`config.mk`:
```
export PLATFORM = sky130hd
export DESIGN_NAME = hdrcls_classifier
export DESIGN_NICKNAME = d
export VERILOG_FILES = /design/src/rtl/hdrcls_pkg.sv /design/src/rtl/hdrcls_table.sv /design/src/rtl/hdrcls_prio.sv /design/src/rtl/hdrcls_classifier.sv
export SDC_FILE = /design/constraint.sdc
export NUM_CORES = 2
export LEC_CHECK = 0
export BUFFER_PORTS_ARGS = -buffer_cell sky130_fd_sc_hd__buf_4
export CORE_ASPECT_RATIO = 0.7
export CORE_UTILIZATION = 45
export DETAILED_ROUTE_END_ITERATION = 12
export PLACE_DENSITY = 0.61
export REMOVE_ABC_BUFFERS = 1
export SLEW_MARGIN = 5
export SYNTH_ARGS = -nofsm -noshare
export SYNTH_HDL_FRONTEND = slang
export SYNTH_SLANG_ARGS = --single-unit
```
`constraint.sdc`:
```
create_clock -name clk -period 31.3 [get_ports clk]
set_clock_uncertainty 0.2 [all_clocks]
set_input_delay 0 -clock clk [delete_from_list [all_inputs] [get_ports clk]]
set_output_delay 0 -clock clk [all_outputs]
set_load 0.005 [all_outputs]
```
`src/rtl/hdrcls_pkg.sv`:
```
package hdrcls_pkg;
  localparam int IP_W    = 32;
  localparam int PORT_W  = 16;
  localparam int PROTO_W = 8;
  localparam int CVEC_W  = 8;
  localparam int KEY_W   = 2 * IP_W + 2 * PORT_W + PROTO_W + CVEC_W;

  // Content vector list flags
  localparam int CV_GENERAL = 0;
  localparam int CV_SAVINGS = 1;

  typedef struct packed {
    logic [IP_W-1:0]    src_ip;
    logic [IP_W-1:0]    dst_ip;
    logic [PORT_W-1:0]  src_port;
    logic [PORT_W-1:0]  dst_port;
    logic [PROTO_W-1:0] proto;
    logic [CVEC_W-1:0]  cvec;
  } hdr_key_t;
endpackage

```
`src/rtl/hdrcls_table.sv`:
```
module hdrcls_table #(
  parameter int N      = 8,
  parameter int KEY_W  = 112,
  parameter int FLOW_W = 16,
  localparam int IDX_W = (N > 1) ? $clog2(N) : 1
) (
  input  logic              clk,
  input  logic              rst,
  input  logic              wr_en,
  input  logic [IDX_W-1:0]  wr_idx,
  input  logic              wr_enable,
  input  logic [KEY_W-1:0]  wr_value,
  input  logic [KEY_W-1:0]  wr_mask,
  input  logic [FLOW_W-1:0] wr_flow,
  input  logic [KEY_W-1:0]  key,
  output logic [N-1:0]      hit_vec,
  input  logic [IDX_W-1:0]  rd_idx,
  output logic [FLOW_W-1:0] rd_flow
);
  logic [KEY_W-1:0]  val_q  [N];
  logic [KEY_W-1:0]  msk_q  [N];
  logic [FLOW_W-1:0] flow_q [N];
  logic [N-1:0]      ena_q;

  logic wr_ok;
  assign wr_ok = wr_en && (int'(wr_idx) < N);

  // Rule words carry no reset; only the enable bits do.
  always_ff @(posedge clk) begin
    if (wr_ok) begin
      val_q[wr_idx]  <= wr_value;
      msk_q[wr_idx]  <= wr_mask;
      flow_q[wr_idx] <= wr_flow;
    end
  end

  always_ff @(posedge clk) begin
    if (rst) begin
      ena_q <= '0;
    end else if (wr_ok) begin
      ena_q[wr_idx] <= wr_enable;
    end
  end

  // One masked comparator per rule, all evaluated in parallel.
  for (genvar g = 0; g < N; g++) begin : g_cmp
    assign hit_vec[g] = ena_q[g] && (((key ^ val_q[g]) & msk_q[g]) == '0);
  end

  assign rd_flow = (int'(rd_idx) < N) ? flow_q[rd_idx] : '0;
endmodule

```
`src/rtl/hdrcls_prio.sv`:
```
module hdrcls_prio #(
  parameter int N = 8,
  localparam int IDX_W = (N > 1) ? $clog2(N) : 1
) (
  input  logic [N-1:0]     req,
  output logic             any,
  output logic [IDX_W-1:0] idx
);
  // Lowest index wins: scan downward so the last assignment is the lowest.
  always_comb begin
    any = 1'b0;
    idx = '0;
    for (int i = N - 1; i >= 0; i--) begin
      if (req[i]) begin
        any = 1'b1;
        idx = IDX_W'(i);
      end
    end
  end
endmodule

```
`src/rtl/hdrcls_classifier.sv`:
```
module hdrcls_classifier #(
  parameter int N      = 8,
  parameter int KEY_W  = hdrcls_pkg::KEY_W,
  parameter int FLOW_W = 16,
  localparam int IDX_W = (N > 1) ? $clog2(N) : 1
) (
  input  logic              clk,
  input  logic              rst,
  input  logic              wr_en,
  input  logic [IDX_W-1:0]  wr_idx,
  input  logic              wr_enable,
  input  logic [KEY_W-1:0]  wr_value,
  input  logic [KEY_W-1:0]  wr_mask,
  input  logic [FLOW_W-1:0] wr_flow,
  input  logic              key_valid,
  input  logic [KEY_W-1:0]  key,
  output logic              res_valid,
  output logic              res_hit,
  output logic [FLOW_W-1:0] res_flow,
  output logic              res_drop
);
  logic [N-1:0]      hit_vec;
  logic              any_hit;
  logic [IDX_W-1:0]  win_idx;
  logic [FLOW_W-1:0] win_flow;

  hdrcls_table #(.N(N), .KEY_W(KEY_W), .FLOW_W(FLOW_W)) u_table (
    .clk       (clk),
    .rst       (rst),
    .wr_en     (wr_en),
    .wr_idx    (wr_idx),
    .wr_enable (wr_enable),
    .wr_value  (wr_value),
    .wr_mask   (wr_mask),
    .wr_flow   (wr_flow),
    .key       (key),
    .hit_vec   (hit_vec),
    .rd_idx    (win_idx),
    .rd_flow   (win_flow)
  );

  hdrcls_prio #(.N(N)) u_prio (
    .req (hit_vec),
    .any (any_hit),
    .idx (win_idx)
  );

  always_ff @(posedge clk) begin
    if (rst) begin
      res_valid <= 1'b0;
      res_hit   <= 1'b0;
      res_flow  <= '0;
      res_drop  <= 1'b0;
    end else begin
      res_valid <= key_valid;
      if (key_valid && any_hit) begin
        res_hit  <= 1'b1;
        res_flow <= win_flow;
        res_drop <= 1'b1;
      end else begin
        res_hit  <= 1'b0;
        res_flow <= '0;
        res_drop <= 1'b0;
      end
    end
  end
endmodule

```
==> impl_results.md <==
* Outcome: finished, final reports clean
* CP Data Required Time at 31820 ps
* DIE AREA at 0.168 sq mm
* Detail-routed via count per cell at 6.25
* Cell internal pwr at 0.00428 W
* Share of layout cells above drive strength 1 at 14.3%
* PwrDens at 62.4 mW/mm^2
* Via Count at 46300
* Drt initial violations at 9880
* Post-CTS Resized at 0
* Worst-path fanout max at 64
* Actual slew at the worst max-slew pin at 1420 ps
* Routed Antenna Nets at 0
* Worst IR Drop VDD at just under 0.00005 V
* Combinational share of power at 8.7%
* Max Buffers Root-to-Sink at 3
* Clock Root Buffer: clkbuf_16
* Total GRT Usage at approximately a third
* Worst-skew pair later-pin latency at 850 ps
* Seq/Total Area, Yosys at 77.7%
* Fraction of the mapped netlist area in adder cells at 0%
* P&R area growth vs syn at 21.2%
* Filler instances at 12800
* Ys async rst share at 0%
* Num CTS Buffers at 180
* CTS tree: yes
* Routability-driven placement congestion ratio at 1.03
* RSZ-0062 raised after global routing: false
* Final Hold Vio Count at 0
* DR WL/cell at 39.7 microns
* YS warnings at 0
* Mux contribution to synthesized area at 0.756%
* WP buf/inv at 0
* Slowest cell on crit path: nor4_1
* Sw Share at between 20% and 30%
* CP endpoint kind: flip-flop
* Setup Viol. Count Final at 0
* Worst slew margin at approximately 4.2%
* Sequential Power Share at 52.8%
* Core Region at 0.164 sq mm
* Clock share of power at 38.5%
* DRC viols at 0
* Crit path max-delay family: compound AO/OA/AOI/OAI gates
* Post-Syn Area at 0.0748 sq mm
* Startpoint types: flip-flop
* Post-DP HPWL at 197000 microns
* Post-synthesis compound-gate area fraction at 6.61%
* Max-slew violation count at 0
* First-pass GRT wire length at 379000 microns
* DRT Pass-1 Iters at 9
* Clock Pin Slew Worst Setup and Hold Paths at roughly 70 ps
* Critical path, cell by cell: xor2_1, a22oi_1, nand4_1, nor4_1, nand4_2, nand3_1, o221a_4, mux2_2, a21oi_1, nor3_2
* Clk sinks at 1946
* Total leakage power at 31.1 nW
* Largest net degree at the start of global routing at around 160
* Number of synthesized flops with an enable pin at about 1900
* Largest family of logic cells by synthesized area: XOR/XNOR gates
* Net switching power at ~0.0014 W
* Worst endpoint data arrival time at between 5000 and 6000 ps
* Crit path time final at about 5400 ps
* Die height at 343 microns
* Slowest stage delay, CP at 1160 ps
* Initial Utilization at 45.6%
* Flops & latches, synth at 1946
* Netlist cell types at between 40 and 50
* Routed WL at 294000 microns
* H-Tree Depth at 4
* Syn Inst Count at 4044
* Max cap viols at 0
* Mapped Avg Cell Area at ~19 sq um
* Post-synth top flop: edfxtp_1
* Most common cell after layout, fill and taps aside: edfxtp_1
* Most frequent cells in the layout: edfxtp_1 (1920), xor2_1 (895), a22oi_1 (590), dlygate4sd3_1 (497), buf_4 (417)
* Pwr Total at 0.00566 W
* IO Port Bufs at 378
* Nets at between 5000 and 6000
* Hold buffers post-CTS at 502
* Hold Crit Class: input pin to flip-flop
* Initial antenna violation count at between 60 and 70
* Fmax at 184 MHz
* Setup_tns at 0 ps
* Critical path class: flip-flop to flip-flop
* Xor/xnor share of the synthesized area at 10.5%
* Die width at 489 microns
* Synth Area in Simple Gates at ~3.0%
* Row cnt at 124
* Ports at 379
* Tcrit/Tclk final at 17.3%
* Vias in the first global route at 41800
* GRT overflow at 0
* Post-CTS setup buffers at 0
[worst reg2reg max path, delay by kind of cell (launching register included)]
family / cells / cell delay, ps
AOI/OAI and AO/OA: 3 / 2190
xor gates and xnor gates: 1 / 150
DFF: 1 / 380
muxes: 1 / 480
and+or+nand+nor: 5 / 1900
[per-layer routing]
metal | global-route usage, % | routed length (microns) | up-vias
li1 | - | - | 18000
met1 | 50.8 | 117000 | 23700
met2 | 46.5 | 119000 | 4006
met3 | 15.1 | 50200 | 468
met4 | 9.29 | 7520 | 14
met5 | 0 | 92 | -
[final cells by class]
cell class                 count  area, sq um  area share, %
antenna                       35         87.6         0.0965
clock buffer                 231         4800           5.29
clock inverter                99          900          0.992
inverter                       9         33.8         0.0372
multi-input combinational   1957        15700           17.3
sequential                  1946        58200           64.1
tap                         2205         2760           3.04
timing repair buffer         921         8250           9.09
[logic make-up after synthesis]
logic type | Yosys count
DFF | 1946
and+or+nand+nor | 360
buffers and inverters | 141
AOI/OAI and AO/OA | 651
xor gates and xnor gates | 896
muxes | 50
[stage by stage]
stage	area [sq um]	setup WS, ps	std cells	util [%]	hold slack, ps
after floorplan	73900	13280	3912	-	-131
after global placement	79900	26440	6536	48.7	33.7
after detailed placement	79900	26400	6536	48.7	42.2
after CTS	90600	26370	7368	55.2	109
after global routing	90600	25910	7373	55.2	176
final	90700	25880	7403	55.3	176
[registers in the layout (all words and copies together) (netlist names)]
name and flops:
res_drop 1, u_table.ena_q 8, u_table.msk_q 896, res_flow 16, u_table.val_q 896, res_valid 1, u_table.flow_q 128
[power by group through the flow]
stage,clock network [W],registers [W],logic (W)
2_1_floorplan,0,0.00305,0.000134
3_3_place_gp,0,0.00304,0.000410
3_5_place_dp,0,0.00304,0.000411
4_1_cts,0.00218,0.00298,0.000468
5_1_grt,0.00228,0.00299,0.000492
6_report,0.00218,0.00299,0.000492
[cell usage after synthesis (2+ instances only)]
library cell	instances	area share, %
clkbuf_1	5	0.025
nor3_2	16	0.21
nor4_4	4	0.11
nor3_1	38	0.25
a21oi_1	14	0.094
nor4_1	19	0.16
nand2_1	34	0.17
o21ai_0	6	0.040
mux2_2	4	0.060
edfxtp_1	1920	77
inv_1	9	0.045
nand4_2	6	0.10
nor4_2	9	0.15
a22oi_1	590	5.9
a21oi_2	8	0.094
nor2_1	25	0.13
a221o_1	16	0.21
buf_2	58	0.39
buf_4	28	0.28
and2_1	17	0.14
nand4_1	183	1.5
buf_6	39	0.59
nand2b_1	4	0.033
dfxtp_1	26	0.70
xor2_1	895	10
mux2i_1	34	0.45
a22oi_2	2	0.033
mux2_4	12	0.24
a222oi_1	8	0.11
[final timing paths]
| check | startpoint | end | slack [ps] | cells after the start |
|---|---|---|---|---|
| setup / recovery | u_table.val_q[4][84]$_DFFE_PP_ | res_flow[14]$_SDFF_PP0_ | 25880 | 10 |
| hold / removal | wr_idx[2] | u_table.ena_q[5]$_SDFFE_PP0P_ | 180 | 5 |
| setup reg to reg | u_table.val_q[4][84]$_DFFE_PP_ | res_flow[14]$_SDFF_PP0_ | 25880 | 10 |
| hold reg to reg | u_table.ena_q[1]$_SDFFE_PP0P_ | u_table.ena_q[1]$_SDFFE_PP0P_ | 390 | 2 |
(Power assumes the default switching activity.)
